[src/rtl/rid_pkg.sv]
package rid_pkg;
  localparam int ENTRY_W      = 32;
  localparam int LIMIT_LSB    = 29;
  localparam int OFFSET_LSB   = 26;
  localparam int CLOSED_SHIFT = 6;
  localparam int OPEN_SHIFT   = 13;
  localparam int CRANK_W      = 4;
  localparam int OFFS_W       = 14;
  localparam int LIMF_W       = 11;

  typedef struct packed {
    logic              en;
    logic [LIMF_W-1:0] lim_f;
    logic [1:0]        ways_log;
  } range_t;

  typedef struct packed {
    logic [CRANK_W-1:0] crank;
    logic [OFFS_W-1:0]  offs_f;
  } ilv_t;
endpackage

[src/rtl/rid_range_table.sv]
module rid_range_table
  import rid_pkg::*;
#(
  parameter int N_RANGE = 4,
  parameter int ADDR_W  = 40,
  localparam int RIDX_W = $clog2(N_RANGE)
) (
  input  logic                clk,
  input  logic                rst_n,
  input  logic                wr_en,
  input  logic [RIDX_W-1:0]   wr_idx,
  input  logic [ENTRY_W-1:0]  wr_data,
  input  logic [ADDR_W-1:0]   addr,
  output logic                hit,
  output logic [RIDX_W-1:0]   hit_idx,
  output logic [1:0]          hit_ways_log
);
  localparam logic [ADDR_W-1:0] LOW_ONES = (ADDR_W'(1) << LIMIT_LSB) - ADDR_W'(1);

  range_t            ent   [N_RANGE];
  logic [ADDR_W-1:0] upper [N_RANGE];
  logic [N_RANGE-1:0] match;

  logic unused_cfg_bits;
  assign unused_cfg_bits = ^{wr_data[30], wr_data[27:12], wr_data[0]};

  for (genvar i = 0; i < N_RANGE; i++) begin : g_ent
    always_ff @(posedge clk) begin
      if (!rst_n) ent[i] <= '0;
      else if (wr_en && wr_idx == RIDX_W'(i))
        ent[i] <= '{en: wr_data[31], lim_f: wr_data[11:1], ways_log: wr_data[29:28]};
    end

    assign upper[i] = (ADDR_W'(ent[i].lim_f) << LIMIT_LSB) | LOW_ONES;

    if (i == 0) begin : g_first
      assign match[i] = ent[i].en && (addr <= upper[i]);
    end else begin : g_rest
      assign match[i] = ent[i].en && (upper[i-1] <= addr) && (addr <= upper[i]);
    end
  end

  always_comb begin
    hit_idx = '0;
    for (int i = N_RANGE - 1; i >= 0; i--)
      if (match[i]) hit_idx = RIDX_W'(i);
  end

  assign hit          = |match;
  assign hit_ways_log = ent[hit_idx].ways_log;
endmodule

[src/rtl/rid_way_split.sv]
module rid_way_split
  import rid_pkg::*;
#(
  parameter int ADDR_W = 40,
  parameter int WAY_W  = 3
) (
  input  logic [ADDR_W-1:0] addr,
  input  logic              closed_page,
  input  logic [1:0]        ways_log,
  output logic [ADDR_W-1:0] pre_addr,
  output logic [WAY_W-1:0]  way_idx
);
  logic [4:0]        shift;
  logic [ADDR_W-1:0] q;
  logic [ADDR_W-1:0] low_mask;
  logic [WAY_W:0]    way_mask;

  always_comb begin
    shift    = closed_page ? 5'(CLOSED_SHIFT) : 5'(OPEN_SHIFT);
    q        = addr >> shift;
    low_mask = (ADDR_W'(1) << shift) - ADDR_W'(1);
    way_mask = ((WAY_W+1)'(1) << ways_log) - (WAY_W+1)'(1);
    way_idx  = q[WAY_W-1:0] & way_mask[WAY_W-1:0];
    pre_addr = ((q >> ways_log) << shift) | (addr & low_mask);
  end
endmodule

[src/rtl/rid_ilv_table.sv]
module rid_ilv_table
  import rid_pkg::*;
#(
  parameter int DEPTH  = 32,
  localparam int IDX_W = $clog2(DEPTH)
) (
  input  logic               clk,
  input  logic               rst_n,
  input  logic               wr_en,
  input  logic [IDX_W-1:0]   wr_idx,
  input  logic [ENTRY_W-1:0] wr_data,
  input  logic [IDX_W-1:0]   rd_idx,
  output ilv_t               rd_ent
);
  ilv_t mem [DEPTH];

  logic unused_cfg_bits;
  assign unused_cfg_bits = ^{wr_data[31:20], wr_data[1:0]};

  always_ff @(posedge clk) begin
    if (!rst_n) begin
      for (int i = 0; i < DEPTH; i++) mem[i] <= '0;
    end else if (wr_en) begin
      mem[wr_idx] <= '{crank: wr_data[19:16], offs_f: wr_data[15:2]};
    end
  end

  assign rd_ent = mem[rd_idx];
endmodule

[src/rtl/rank_ilv_decoder.sv]
module rank_ilv_decoder
  import rid_pkg::*;
#(
  parameter int ADDR_W  = 40,
  parameter int N_RANGE = 4,
  parameter int N_WAY   = 8,
  localparam int RIDX_W = $clog2(N_RANGE),
  localparam int WAY_W  = $clog2(N_WAY),
  localparam int CIDX_W = RIDX_W + WAY_W,
  localparam int DIMM_W = CRANK_W - 2
) (
  input  logic               clk,
  input  logic               rst_n,
  input  logic               cfg_we,
  input  logic               cfg_sel,
  input  logic [CIDX_W-1:0]  cfg_idx,
  input  logic [ENTRY_W-1:0] cfg_data,
  input  logic               req_valid,
  output logic               req_ready,
  input  logic [ADDR_W-1:0]  req_addr,
  input  logic               req_closed_page,
  output logic               out_valid,
  input  logic               out_ready,
  output logic               out_fail,
  output logic [DIMM_W-1:0]  out_dimm,
  output logic [1:0]         out_rank,
  output logic [CRANK_W-1:0] out_chan_rank,
  output logic [ADDR_W-1:0]  out_rank_addr
);
  logic              hit;
  logic [RIDX_W-1:0] hit_idx;
  logic [1:0]        ways_log;
  logic [ADDR_W-1:0] pre_addr;
  logic [WAY_W-1:0]  way_idx;
  ilv_t              ilv;
  logic              accept;
  logic [ADDR_W-1:0] offset;

  rid_range_table #(.N_RANGE(N_RANGE), .ADDR_W(ADDR_W)) u_ranges (
    .clk(clk), .rst_n(rst_n),
    .wr_en(cfg_we && !cfg_sel), .wr_idx(cfg_idx[RIDX_W-1:0]), .wr_data(cfg_data),
    .addr(req_addr), .hit(hit), .hit_idx(hit_idx), .hit_ways_log(ways_log)
  );

  rid_way_split #(.ADDR_W(ADDR_W), .WAY_W(WAY_W)) u_split (
    .addr(req_addr), .closed_page(req_closed_page), .ways_log(ways_log),
    .pre_addr(pre_addr), .way_idx(way_idx)
  );

  rid_ilv_table #(.DEPTH(N_RANGE * N_WAY)) u_ilv (
    .clk(clk), .rst_n(rst_n),
    .wr_en(cfg_we && cfg_sel), .wr_idx(cfg_idx), .wr_data(cfg_data),
    .rd_idx({hit_idx, way_idx}), .rd_ent(ilv)
  );

  assign req_ready = !out_valid || out_ready;
  assign accept    = req_valid && req_ready;
  assign offset    = ADDR_W'(ilv.offs_f) << OFFSET_LSB;

  always_ff @(posedge clk) begin
    if (!rst_n) begin
      out_valid     <= 1'b0;
      out_fail      <= 1'b0;
      out_dimm      <= '0;
      out_rank      <= '0;
      out_chan_rank <= '0;
      out_rank_addr <= '0;
    end else if (accept) begin
      out_valid <= 1'b1;
      out_fail  <= !hit;
      if (hit) begin
        out_chan_rank <= ilv.crank;
        out_dimm      <= ilv.crank[CRANK_W-1:2];
        out_rank      <= ilv.crank[1:0];
        out_rank_addr <= pre_addr - offset;
      end
    end else if (out_ready) begin
      out_valid <= 1'b0;
    end
  end

  assert_hold_R9: assert property (@(posedge clk) disable iff (!rst_n)
    out_valid && !out_ready |=> out_valid && $stable(out_rank_addr)
                               && $stable(out_chan_rank) && $stable(out_fail))
    else $error("response changed while stalled");

  assert_latency_R9: assert property (@(posedge clk) disable iff (!rst_n)
    accept |=> out_valid)
    else $error("response missing after accept");

  assert_fail_keeps_R8: assert property (@(posedge clk) disable iff (!rst_n)
    accept && !hit |=> out_fail && $stable(out_rank_addr) && $stable(out_chan_rank)
                       && $stable(out_dimm) && $stable(out_rank))
    else $error("fail altered result outputs");

  assert_split_R7: assert property (@(posedge clk) disable iff (!rst_n)
    out_valid |-> out_dimm == out_chan_rank[CRANK_W-1:2] && out_rank == out_chan_rank[1:0])
    else $error("dimm/rank disagree with channel rank");
endmodule

[config.mk]
export PLATFORM = sky130hd
export DESIGN_NAME = rank_ilv_decoder
export DESIGN_NICKNAME = d
export VERILOG_FILES = /design/src/rtl/rid_pkg.sv /design/src/rtl/rid_range_table.sv /design/src/rtl/rid_way_split.sv /design/src/rtl/rid_ilv_table.sv /design/src/rtl/rank_ilv_decoder.sv
export SDC_FILE = /design/constraint.sdc
export NUM_CORES = 1
export LEC_CHECK = 0
export BUFFER_PORTS_ARGS = -buffer_cell sky130_fd_sc_hd__buf_2
export CAP_MARGIN = 10
export CELL_PAD_IN_SITES_DETAIL_PLACEMENT = 1
export CELL_PAD_IN_SITES_GLOBAL_PLACEMENT = 1
export CORE_MARGIN = 2
export CORE_UTILIZATION = 45
export DETAILED_ROUTE_END_ITERATION = 7
export HOLD_SLACK_MARGIN = 0.12
export PLACE_DENSITY_LB_ADDON = 0.08
export RECOVER_POWER = 25
export SYNTH_ARGS = -nofsm -noshare
export SYNTH_HDL_FRONTEND = slang
export SYNTH_SLANG_ARGS = --single-unit
[constraint.sdc]
create_clock -name clk -period 9.6 [get_ports clk]
set_input_delay 1.92 -clock clk [delete_from_list [all_inputs] [get_ports clk]]
set_output_delay 1.92 -clock clk [all_outputs]
set_load 0.03 [all_outputs]
; ---- Word level (Yosys, flattened, before mapping)
; Memories as Yosys holds them, arrays and structs flattened.
; Cells that the tools add are included.
; W data, S select, Z words.
[classes]
addsub = 3
magnitude_cmp = 7
n_eq_ne = 3
n_shift = 5
mux = 30
n_bitwise = 7
reduce_logical = 23
[ops]
columns = operator, count
row1 = $le A40 B40 Y1, 7
row2 = $mux W14, 4
row3 = $and A40 B40 Y40, 1
row4 = $or A40 B40 Y40, 1
row5 = $shl A1 B5 Y40 const A, 1
row6 = $shl A40 B5 Y40, 1
row7 = $shr A40 B2 Y40, 1
row8 = $shr A40 B5 Y40, 1
row9 = $sub A40 B2 Y40 const B, 1
row10 = $sub A40 B40 Y40, 1
row11 = $mux W1, 19
row12 = $mux W18, 1
row13 = $reduce_or A18 Y1, 1
row14 = $logic_and A1 B1 Y1, 14
row15 = $mux W2, 4
row16 = $mux W5, 1
row17 = $eq A2 B2 Y1 const B, 2
row18 = $mux W4, 1
row19 = $or A1 B1 Y1, 4
row20 = $reduce_or A4 Y1, 1
row21 = $and A3 B3 Y3, 1
row22 = $logic_not A1 Y1, 3
row23 = $shl A1 B2 Y3 const A, 1
row24 = $sub A3 B2 Y3 const B, 1
row25 = other kinds (5), 5
[totals]
ff_bits = 50
ram_bits = 632
inputBits = 84
output_inout_bits = 51
elab_cells = 86
n_memories = 2
[mem_list]
columns = name, words, word_bits, rd, rd_ports_with_merged_regs, wr, line_no
row1 = u_ilv.mem, 32, 18, 1, 0, 32, rid_ilv_table.sv:15  ; ilv_t mem [DEPTH];
row2 = u_ranges.ent, 4, 14, 5, 0, 4, rid_range_table.sv:20  ; range_t ent [N_RANGE];

; ---- Depth between registers and ports, before layout
; An unclocked memory read counts as a cell.
[logic_depth]
word_depth = 14
depth_mapped = 32
mapped_depth_nobuf = 30

; ---- Modules after synthesis
; Synthesis repeated with hierarchy kept, for this count alone.
[unflattened]
hier_cells = 2662
area_unflattened_um2 = 33405.8
[by_module_without_submodules]
columns = mod, instances, cells_per_inst, area_per_inst_um2, seq_area_each_um2
row1 = rid_ilv_table, 1, 1966, 26651.8, 17296.6
row2 = rid_range_table, 1, 310, 3442.1, 1681.6
row3 = rank_ilv_decoder, 1, 300, 2322.2, 920.9
row4 = rid_way_split, 1, 86, 989.7, 0.0

; ---- Worst setup path after synthesis
; Ideal clock, no wire load.
[synth_path]
path_type = input-to-reg
startpoint = input req_addr[33]
endpoint = register out_rank_addr[38]
setup_ps = 70
arrival_time_ps = 7190
t_required_ps = 9530
setup_slack_ps = 2340
path_stages = 31
n_path_buf = 3
cell_sequence = ha_1 a211oi_1 nor2_1 o31ai_1 a221oi_2 o32a_2 or3_1 and4_1 buf_2 buf_4 buf_2 and2_1 a211oi_1 a31oi_1 a211oi_1 o31ai_1 ha_1 fa_1 nor2b_1 o21ai_0 a21oi_1 o21ai_0 a21boi_0 o21ai_0 a21oi_1 o21ai_0 a21oi_1 o21a_1 nor3_1 nand3b_1 a21oi_1
[synth_via]
elab_chain_len = 13
word_cells_on_any_way = 31
classes_between = add/sub (2) / order compare (7) / shift (4) / mux (4) / bitwise (3) / reduce/logical (9) / memory (2)
[synth_lines]
columns = element, line_no
row1 = from (decl), rank_ilv_decoder.sv:20  ; input logic [ADDR_W-1:0] req_addr,
row2 = $le A40 B40 Y1, rid_range_table.sv:39  ; assign match[i] = ent[i].en && (upper[i-1] <= addr) && (addr <= upper[i]);
row3 = $logic_and A1 B1 Y1 (2 in series), rid_range_table.sv:39
row4 = $mux W2 (4 in series), rid_range_table.sv:46  ; if (match[i]) hit_idx = RIDX_W'(i);
row5 = $mem_v2 Z4 W14, -
row6 = $shl A1 B2 Y3, rid_way_split.sv:22  ; way_mask = ((WAY_W+1)'(1) << ways_log) - (WAY_W+1)'(1);
row7 = $sub A3 B2 Y3, rid_way_split.sv:22
row8 = $and A3 B3 Y3, rid_way_split.sv:23  ; way_idx = q[WAY_W-1:0] & way_mask[WAY_W-1:0];
row9 = $mem_v2 Z32 W18, -
row10 = $sub A40 B40 Y40, rank_ilv_decoder.sv:75  ; out_rank_addr <= pre_addr - offset;
row11 = to (signal assigned), rank_ilv_decoder.sv:75
row12 = to (decl), rank_ilv_decoder.sv:28  ; output logic [ADDR_W-1:0] out_rank_addr
; Several ways; a longest one is shown, not always the timed one.
; A chain may end at the register's enable or synchronous reset.

; ---- Worst setup path after layout
[layout_path]
startpoint = input req_addr[31]
endpoint = register out_rank_addr[38]
; The elaborated chain is that of the path after synthesis.

==> results.md <==
- Remaining DRCs: 0
- Placed cell area: 35350 um^2
- Initial Util: 45.38%
- Final min period: 8.623 ns
- Post-CTS setup buffers: 0
- Fillers: 7787
- Critical Path RT: 10.01 ns
- Number of CTS-inserted buffers: 77
- Power per cell area: 200.2 nW/um^2
- CTS max path bufs: 3
- Root Driver: clkbuf_16
- Initial antenna violation count: 11
- CTS tree: built
- Most frequent CP cell: a21oi_1
- Sequential fraction of the synthesis area: 59.11%
- Vias/cell: 5.823
- Failing checks: capacitance limit, slew limit
- Mux share of post-synthesis cell area: 3.538%
- # port buffers: 124
- Post-DRT Antenna Nets: 0
- Yosys reg bits: 678
- WL final: 103.5 mm
- Vias in the first global route: 24.58k
- DRT Pass-1 Iters: 5
- Core footprint: 74200 um^2
- Post-synth EDFFs: 632
- GRT Total Usage: 26.76%
- Nets: 3173
- Worst-Margin Slew: 2.490 ns
- Fin crit share: 89.82%
- Chip Width: 277.5 um
- Via count: 23.65k
- Largest net degree at the start of global routing: 94
- Clock Latency Late Sink: 0.62 ns
- Worst relative slew slack: -66.01%
- Peak VDD IR: 0.1767 mV
- Leading post-synthesis cells by cell area: edfxtp_1, and2_1, nand2_1
- WS Path Type: input port to flip-flop
- Final setup fails: 0
- Max Slew Vio Count: 151
- Max Clock Freq: 116.0 MHz
- Dpl cells: 3910
- Post-synthesis xor/xnor area fraction: 0.1301%
- Crit-path max FO: 42
- Count leader, synth: and2_1
- Post-Synth Simple-Gate Area: 20.60%
- Layout cells sized above 1: 9.773%
- Final instance area: 37660 um^2
- Area leader, netlist: edfxtp_1
- Number of gates resized after cts: 0
- Area Growth Syn to Fin: 11.85%
- Path type of the worst min-delay path: flip-flop to flip-flop
- First-pass GRT wire length: 154.6 mm
- Synth Instances: 2969
- Main synth FF type: edfxtp_1
- Area share of the largest cell type after synthesis: 56.37%
- Compound-Gate Fraction of Synth Area: 10.78%
- Status: finished with violations
- Mapped Nets: 3111
- Synth Area in Adders: 2.178%
- Row count: 100
- Final std cells w/o fill: 4061
- Setup TNS Final: 0 ns
- IO Pins: 135
- P_leak: 13.64 nW
- CP arrival: 9.03 ns
- Grt ovf: 0
- Largest family of logic cells by synthesized area: simple AND/OR/NAND/NOR gates
- Multi-input gate area: 12610 um^2
- Clock transition at path regs: 0.06 ns
- MaxCap Viol Count: 6
- Register Area: 19900 um^2
- Mapped Avg Cell Area: 11.34 um^2
- Crit start category: input port
- FFs w/ async S/R, synth: 0%
- CP Capture Type: flip-flop
- Avg WL per Cell: 25.48 um
- Starting DRT DRC Count: 1745
- Yosys warnings: 0
- Final Hold Fails: 0
- CTS sink count: 678
- Slowest-stage cell, CP: nor3_4
- DP HPWL: 66.68 mm
- Die H: 277.5 um
- Post-synthesis cell area: 33670 um^2
- Die area: 77020 um^2
- RSZ-0062 raised after global routing: no
- Max H-tree Level: 3
- Clk_skew: 0.03234 ns
- RePlAce Congestion: 0.8771
- # hold bufs at CTS: 0
- WHS: 0.4528 ns
- Synth cell count leaders: and2_1, edfxtp_1, nand2_1, clkbuf_1, a211oi_1
- Library cells used by synthesis: 65
- Crit-path max cell delay: 0.89 ns
## per-stage QoR
| step | utilization (%) | power, W | worst slack [ns] |
|---|---|---|---|
| floorplan | - | 0.004309 | 2.340 |
| detailed placement | 47.65 | 0.004831 | 0.5061 |
| global route | 50.75 | 0.007822 | 0.3953 |
| global placement | 47.64 | 0.004787 | 0.6468 |
| finish | 50.75 | 0.007539 | 0.9769 |
| CTS | 50.78 | 0.007590 | 1.088 |
## cell usage in the layout (no fill, tap or decap), drive strengths merged, types with 24 or more instances in the layout
cell type    n
edfxtp     632
ha          57
and2       739
clkbuf     159
a211oi     158
o21ai       62
clkinv      34
inv         65
nor2        61
a311oi      55
dfxtp       46
nand3       31
nor3        24
mux2i      110
buf        158
a31oi       68
a21oi      128
nand2      347
## report_power, final
| group | internal (W) | switching [W] |
|---|---|---|
| sequential | 0.00339 | 0.0000561 |
| clock | 0.00156 | 0.00121 |
| combinational | 0.000404 | 0.000911 |
| total | 0.00536 | 0.00218 |
## worst max-delay path: cells and delay by family
kind | cells | cell delay [ns]
AOI/OAI and AO/OA | 20 | 4.53
buffers and inverters | 2 | 0.53
adders and majority gates | 3 | 0.84
and+or+nand+nor | 4 | 1.17
## area by class of cell
| type | instances | share of cell area (%) |
|---|---|---|
| Tap cell | 969 | 3.220 |
| Sequential cell | 678 | 52.84 |
| Multi-Input combinational cell | 1990 | 33.50 |
| Timing Repair Buffer | 223 | 3.638 |
| Inverter | 61 | 0.6081 |
| Clock inverter | 44 | 0.7974 |
| Clock buffer | 94 | 5.379 |
| Antenna cell | 2 | 0.01329 |
## sequential cells by signal (all words and copies together), names as in the netlist
register,count
out_rank_addr,40
u_ranges.ent,56
out_rank,1
u_ilv.mem,576
out_chan_rank,1
out_dimm,2
out_fail,1
out_valid,1
## kinds of logic after synthesis
family          Yosys count
compound gates          535
xor+xnor                  5
mux                     118
simple gates           1274
fa+ha+maj                58
flops                   678
buf+inv                 301
## layer usage
layer	wire, um	up-vias	track usage (%)
met5	23	-	0
met4	3978	4	9.978
met3	6253	198	3.891
met2	50000	687	45.15
met1	43230	11990	35.02
li1	-	10769	-
## final timing paths
| path | start | to | slack, ns | cells past startpoint |
|---|---|---|---|---|
| worst max-delay path | req_addr[31] | out_rank_addr[38] | 0.98 | 29 |
| worst min-delay path | out_rank_addr[21] | out_rank_addr[21] | 0.45 | 2 |
| worst max register to register | u_ranges.ent[3][8] | out_rank_addr[38] | 2.12 | 30 |
| worst min register to register | out_rank_addr[21] | out_rank_addr[21] | 0.45 | 2 |
Power figures use the tool's default switching activity.
